<file path="src/rtl/gcnt_pkg.sv">
package gcnt_pkg;

    localparam int unsigned WORD_W    = 32;
    localparam int unsigned ADDR_W    = 5;
    localparam int unsigned CNT_WORDS = 2;
    localparam int unsigned CNT_W     = WORD_W * CNT_WORDS;
    localparam int unsigned PS_W      = 8;
    localparam int unsigned PS_LSB    = 8;
    localparam int unsigned EN_BIT    = 0;
    localparam int unsigned IDX_W     = ADDR_W - 2;

    // control word lives right after the counter words
    localparam int unsigned CTRL_IDX  = CNT_WORDS;

    typedef struct packed {
        logic            en;
        logic [PS_W-1:0] ps;
    } ctrl_t;

    function automatic logic [WORD_W-1:0] pack_ctrl(input ctrl_t c);
        logic [WORD_W-1:0] w;
        w = '0;
        w[EN_BIT] = c.en;
        w[PS_LSB +: PS_W] = c.ps;
        return w;
    endfunction

    function automatic ctrl_t unpack_ctrl(input logic [WORD_W-1:0] w);
        ctrl_t c;
        c.en = w[EN_BIT];
        c.ps = w[PS_LSB +: PS_W];
        return c;
    endfunction

endpackage

</file>
<file path="src/rtl/gcnt_regif.sv">
module gcnt_regif
    import gcnt_pkg::*;
(
    input  logic                 clk,
    input  logic                 rst_n,
    input  logic                 req_valid,
    input  logic                 req_write,
    input  logic [ADDR_W-1:0]    req_addr,
    input  logic [WORD_W-1:0]    req_wdata,
    input  logic [WORD_W-1:0]    banked_ctrl,
    input  logic [CNT_W-1:0]     count,
    output ctrl_t                ctrl,
    output logic                 ctrl_changed,
    output logic [CNT_WORDS-1:0] word_wr,
    output logic                 rd_valid,
    output logic [WORD_W-1:0]    rd_data
);

    typedef struct packed {
        ctrl_t             ctrl;
        logic              rd_valid;
        logic [WORD_W-1:0] rd_data;
    } regif_st_t;

    regif_st_t st_d, st_q;

    logic             aligned;
    logic [IDX_W-1:0] idx;
    logic             is_cnt;
    logic             is_ctrl;
    logic             wr_fire;
    logic             rd_fire;
    ctrl_t            new_ctrl;
    logic [WORD_W-1:0] rd_mux;

    always_comb begin
        aligned  = (req_addr[1:0] == 2'b00);
        idx      = req_addr[ADDR_W-1:2];
        is_cnt   = aligned && (idx < IDX_W'(CNT_WORDS));
        is_ctrl  = aligned && (idx == IDX_W'(CTRL_IDX));
        wr_fire  = req_valid && req_write;
        rd_fire  = req_valid && !req_write;
        new_ctrl = unpack_ctrl(req_wdata);

        for (int w = 0; w < CNT_WORDS; w++) begin
            word_wr[w] = wr_fire && aligned && (idx == IDX_W'(w));
        end

        rd_mux = '0;
        if (is_cnt) begin
            for (int w = 0; w < CNT_WORDS; w++) begin
                if (idx == IDX_W'(w)) begin
                    rd_mux = count[w*WORD_W +: WORD_W];
                end
            end
        end else if (is_ctrl) begin
            rd_mux = pack_ctrl(st_q.ctrl) | banked_ctrl;
        end

        ctrl_changed = wr_fire && is_ctrl && (new_ctrl != st_q.ctrl);

        st_d          = st_q;
        st_d.rd_valid = rd_fire;
        st_d.rd_data  = rd_fire ? rd_mux : '0;
        if (wr_fire && is_ctrl) begin
            st_d.ctrl = new_ctrl;
        end
    end

    always_ff @(posedge clk) begin
        if (!rst_n) begin
            st_q <= '0;
        end else begin
            st_q <= st_d;
        end
    end

    assign ctrl     = st_q.ctrl;
    assign rd_valid = st_q.rd_valid;
    assign rd_data  = st_q.rd_data;

endmodule

</file>
<file path="src/rtl/gcnt_divider.sv">
module gcnt_divider #(
    parameter int unsigned DIV_W = 8
) (
    input  logic             clk,
    input  logic             rst_n,
    input  logic             en,
    input  logic [DIV_W-1:0] ps,
    input  logic             restart,
    output logic             adv
);

    typedef struct packed {
        logic [DIV_W-1:0] phase;
    } div_st_t;

    div_st_t st_d, st_q;

    always_comb begin
        adv  = en && (st_q.phase == ps);
        st_d = st_q;
        if (restart || !en || adv) begin
            st_d.phase = '0;
        end else begin
            st_d.phase = st_q.phase + DIV_W'(1);
        end
    end

    always_ff @(posedge clk) begin
        if (!rst_n) begin
            st_q <= '0;
        end else begin
            st_q <= st_d;
        end
    end

endmodule

</file>
<file path="src/rtl/gcnt_counter.sv">
module gcnt_counter #(
    parameter int unsigned SEG_W = 32,
    parameter int unsigned SEGS  = 2,
    localparam int unsigned TOT_W = SEG_W * SEGS
) (
    input  logic             clk,
    input  logic             rst_n,
    input  logic             adv,
    input  logic             en,
    input  logic [SEGS-1:0]  seg_wr,
    input  logic [SEG_W-1:0] wdata,
    output logic [TOT_W-1:0] value
);

    typedef struct packed {
        logic [TOT_W-1:0] cnt;
    } cnt_st_t;

    cnt_st_t st_d, st_q;

    always_comb begin
        st_d = st_q;
        if (adv) begin
            st_d.cnt = st_q.cnt + TOT_W'(1);
        end
        if (!en) begin
            for (int s = 0; s < SEGS; s++) begin
                if (seg_wr[s]) begin
                    st_d.cnt[s*SEG_W +: SEG_W] = wdata;
                end
            end
        end
    end

    always_ff @(posedge clk) begin
        if (!rst_n) begin
            st_q <= '0;
        end else begin
            st_q <= st_d;
        end
    end

    assign value = st_q.cnt;

endmodule

</file>
<file path="src/rtl/glbl_count_top.sv">
module glbl_count_top
    import gcnt_pkg::*;
(
    input  logic              clk,
    input  logic              rst_n,
    input  logic              req_valid,
    input  logic              req_write,
    input  logic [4:0]        req_addr,
    input  logic [31:0]       req_wdata,
    input  logic [31:0]       banked_ctrl_i,
    output logic              rd_valid_o,
    output logic [31:0]       rd_data_o,
    output logic [63:0]       count_o,
    output logic              tick_o
);

    ctrl_t                ctrl;
    logic                 ctrl_changed;
    logic [CNT_WORDS-1:0] word_wr;
    logic                 adv;
    logic                 timer_en;
    logic [CNT_W-1:0]     count;

    assign timer_en = ctrl.en;

    gcnt_regif u_regif (
        .clk          (clk),
        .rst_n        (rst_n),
        .req_valid    (req_valid),
        .req_write    (req_write),
        .req_addr     (req_addr),
        .req_wdata    (req_wdata),
        .banked_ctrl  (banked_ctrl_i),
        .count        (count),
        .ctrl         (ctrl),
        .ctrl_changed (ctrl_changed),
        .word_wr      (word_wr),
        .rd_valid     (rd_valid_o),
        .rd_data      (rd_data_o)
    );

    gcnt_divider #(.DIV_W(PS_W)) u_div (
        .clk     (clk),
        .rst_n   (rst_n),
        .en      (ctrl.en),
        .ps      (ctrl.ps),
        .restart (ctrl_changed),
        .adv     (adv)
    );

    gcnt_counter #(.SEG_W(WORD_W), .SEGS(CNT_WORDS)) u_cnt (
        .clk    (clk),
        .rst_n  (rst_n),
        .adv    (adv),
        .en     (ctrl.en),
        .seg_wr (word_wr),
        .wdata  (req_wdata),
        .value  (count)
    );

    assign count_o = count;
    assign tick_o  = adv;

endmodule

</file>
<file path="config.mk">
export PLATFORM = sky130hd
export DESIGN_NAME = glbl_count_top
export DESIGN_NICKNAME = d
export VERILOG_FILES = /design/src/rtl/gcnt_pkg.sv /design/src/rtl/gcnt_regif.sv /design/src/rtl/gcnt_divider.sv /design/src/rtl/gcnt_counter.sv /design/src/rtl/glbl_count_top.sv
export SDC_FILE = /design/constraint.sdc
export NUM_CORES = 1
export LEC_CHECK = 0
export BUFFER_PORTS_ARGS = -buffer_cell sky130_fd_sc_hd__buf_4
export CORE_AREA = 2 2 106 133
export DETAILED_ROUTE_END_ITERATION = 10
export DIE_AREA = 0 0 108 135
export PLACE_DENSITY = 0.7
export SLEW_MARGIN = 5
export SYNTH_ARGS = -nofsm -noshare
export SYNTH_HDL_FRONTEND = slang
export SYNTH_SLANG_ARGS = --single-unit
export TNS_END_PERCENT = 100
</file>
<file path="constraint.sdc">
create_clock -name clk -period 2.6 [get_ports clk]
set_input_delay 0.26 -clock clk [delete_from_list [all_inputs] [get_ports clk]]
set_output_delay 0.26 -clock clk [all_outputs]
set_load 0.01 [all_outputs]
</file>
==> results.md <==
- Slew Viols, Final: 0
- Post-synth EDFFs: 0
- Number of design rule violations left after detail routing: 0
- Worst EP required: about 2900 ps
- Via count of the first global-routing pass: 5716
- Type of the worst setup path: reg -> reg
- Standard-cell rows: 47
- Utilization of the core after routing: between 60% and 70%
- Unrepaired setup endpoints after global routing: false
- Leakage: 2.93 nW
- Global-route wire length before repair: 30600 um
- Maximum clock path buffer count: 2
- Seq/Total Area, Yosys: between 30 and 40%
- Seq cells post-synth: 114
- Worst Path Max Fanout: 14
- Cell area after synthesis: 0.00590 sq mm
- Sequence of cells on the critical path: nand3_1 -> or2_2 -> or4_4 -> nor4_2 -> xnor2_1 -> a21oi_1
- Routability-driven placement congestion ratio: 0.970
- Type of destination of the critical path: flip-flop
- Clock-pin slew on the worst setup and hold paths: 60 ps
- Worst slew margin relative to its limit: a little under three fifths
- Effective utilization at floorplan: 44.6%
- Pre-CTS setup slack: 186 ps
- Library cells used by synthesis: 40
- Period utilisation layout: approximately 93%
- Post-detailed-placement half-perimeter wirelength: 14000 um
- Placed Area: 0.00744 sq mm
- Largest clock skew in the final design: 6.81 ps
- Slowest stage cell, crit path: or4_4
- Total clock sinks: 114
- # H-tree levels: 4
- Post-route cell area: 0.00806 sq mm
- Die Area: between 0.01 and 0.015 sq mm
- Number of diodes added for antenna fixing: 0
- Buffers added on ports: 170
- Detailed router's first-iteration violation count: 386
- Gr ovfl total: 0
- Post-synthesis async set-or-reset flop share: 0%
- Clock tree from TritonCTS: yes
- Post-cts resize count: 0
- Type of the most critical hold path: in -> reg
- Buffering stage count on the worst path with inverters included: 0
- Total detailed-routing wirelength: slightly below 20000 um
- GRT Resource Usage Total: 26.9%
- Pin slew with the least headroom to its limit: 645 ps
- Core Region: 0.0132 sq mm
- Pre-Repair DR Iteration Count: 5
- Max-cap check violation count: 0
- Main synth FF type: dfxtp_1
- Width of the chip: 108 um
- Vias per std cell: 5.51
- Post-CTS setup buffer count: 0
- Mean routed wirelength per cell: 17.8 um
- Sort of element at the start of the critical path: flip-flop
- PnR worst setup slack: approximately 170 ps
- Total power density per cell area: between 500 and 600 mW/mm^2
- Number of buffers created by CTS: 17
- Area growth syn-to-layout: 36.7%
- Antenna violations before repair: 0
- Mapped Cells: 745
- CTS root buf: clkbuf_16
- Endpoints failing hold: 0
- Ys Warns: 0
- Cell family with the largest share of critical-path delay: simple AND/OR/NAND/NOR gates
- Highest Clock Rate: 412 MHz
- I/O pin count: 171
- Die height: 135 um
- Slowest Stage Delay on Critical Path: 690 ps
- Number of endpoints failing setup at the final stage: 0
- Post-DRT Antenna Nets: 0
- Proportion of layout cells with a drive suffix above 1: 27.2%
- Shortest period the worst path allows: 2430 ps
- Insertion delay to the later sink of the worst-skew pair: 420 ps
- CP Data Arrival Time: 2710 ps
- IR Drop Worst-Case VDD: a little under 0.0004 V
- Syn_nets: 820
- Quantity of hold-fixing buffers added after cts: 0
- Per-instance average area after synthesis: 7.92 sq um
- Pin count of the biggest net entering global routing: 66
- Result of the run: finished, final reports clean
- Accumulated negative setup slack: 0 ps
- Via count: 6038
- Number of nets in the layout: 987
## report_power, final
part	total (W)	internal (W)	switching [W]
clock network	0.00251	0.00167	0.000840
registers	0.00177	0.00176	0.0000125
logic	0.000236	0.000112	0.000124
total	0.00451	0.00354	0.000976
## logic make-up (layout without fill, tap and decap cells)
group,after synthesis,count (layout),share of synthesized area (%)
DFF,114,114,38.7
xor gates and xnor gates,81,81,12.0
buffers and inverters,91,270,6.26
adders and majority gates,2,2,0.424
and+or+nand+nor,246,246,22.4
muxes,11,11,1.87
AOI/OAI and AO/OA,200,200,18.3
## layout make-up
type | instances | area [sq um]
Fill cell | 1209 | 5170
Multi-Input combinational cell | 540 | 3270
Sequential cell | 114 | 2280
Timing Repair Buffer | 200 | 1530
Clock buffer | 21 | 470
Tap cell | 171 | 214
Clock inverter | 10 | 156
Inverter | 39 | 146
## Yosys cell counts (6+ instances only)
library cell / count / area share, %
o21ai_0: 102 / 8.7
inv_1: 39 / 2.5
xor2_1: 13 / 1.9
nor2_1: 49 / 3.1
dfxtp_1: 114 / 39
and3_1: 7 / 0.74
mux2i_1: 11 / 1.9
a21oi_1: 67 / 5.7
nor4_2: 6 / 1.3
nand4_1: 13 / 1.4
nand2_1: 66 / 4.2
nand3_1: 23 / 2.0
nor4_1: 32 / 3.4
xnor2_1: 68 / 10
a22oi_1: 23 / 2.9
nor3_1: 19 / 1.6
clkbuf_1: 44 / 2.8
or3_1: 7 / 0.74
## worst reg2reg max path, stage by stage (launching register included)
cell and delay (ps):
dfxtp_1 380, nand3_1 230, or2_2 410, or4_4 690
nor4_2 350, xnor2_1 160, a21oi_1 80
## cell usage in the layout (no fill, tap or decap), drive strengths merged, types with 2 or more instances in the layout
master | Yosys | final
a211oi | 2 | 2
a21oi | 67 | 67
a22oi | 23 | 23
a311oi | 3 | 3
and3 | 7 | 7
and4 | 5 | 5
buf | 8 | 200
bufinv | 0 | 4
clkbuf | 44 | 21
clkinv | 0 | 5
dfxtp | 114 | 114
ha | 2 | 2
inv | 39 | 39
mux2i | 11 | 11
nand2 | 66 | 66
nand3 | 23 | 23
nand3b | 2 | 2
nand4 | 14 | 14
nor2 | 49 | 49
nor3 | 21 | 21
nor4 | 41 | 41
o21ai | 102 | 102
or2 | 6 | 6
or3 | 7 | 7
or4 | 2 | 2
xnor2 | 68 | 68
xor2 | 13 | 13
## per-layer routing
metal,up-vias,share of wire [%],global-route usage [%]
li1,2961,-,-
met1,2820,42,33.6
met2,214,50,45.2
met3,43,5.4,5.41
met4,0,2.5,10.9
met5,-,0,0
## path summary, 6_finish.rpt
kind / start / end / slack [ps] / cells past startpoint
worst max-delay path: u_cnt.value[13] / u_cnt.value[46] / 170 / 6
worst min register to register: u_div.st_q[0] / u_div.st_q[0] / 510 / 1
worst max register to register: u_cnt.value[13] / u_cnt.value[46] / 170 / 6
worst min-delay path: banked_ctrl_i[20] / u_regif.rd_data[20] / 90 / 3
## sequential cells by signal, indices dropped and copies added, names as in the netlist
| register | cells |
|---|---|
| u_div.st_q | 8 |
| u_cnt.value | 64 |
| u_regif.ctrl | 9 |
| u_regif.rd_data | 32 |
| u_regif.rd_valid | 1 |
## stage by stage
step           power (W)  std cells  hold slack (ps)
2_1_floorplan    0.00189        745              407
3_3_place_gp     0.00204       1064              483
3_5_place_dp     0.00204       1064              510
4_1_cts          0.00452       1095             85.4
5_1_grt          0.00464       1095             95.7
6_report         0.00451       1095             87.9
(Power assumes the default switching activity.)
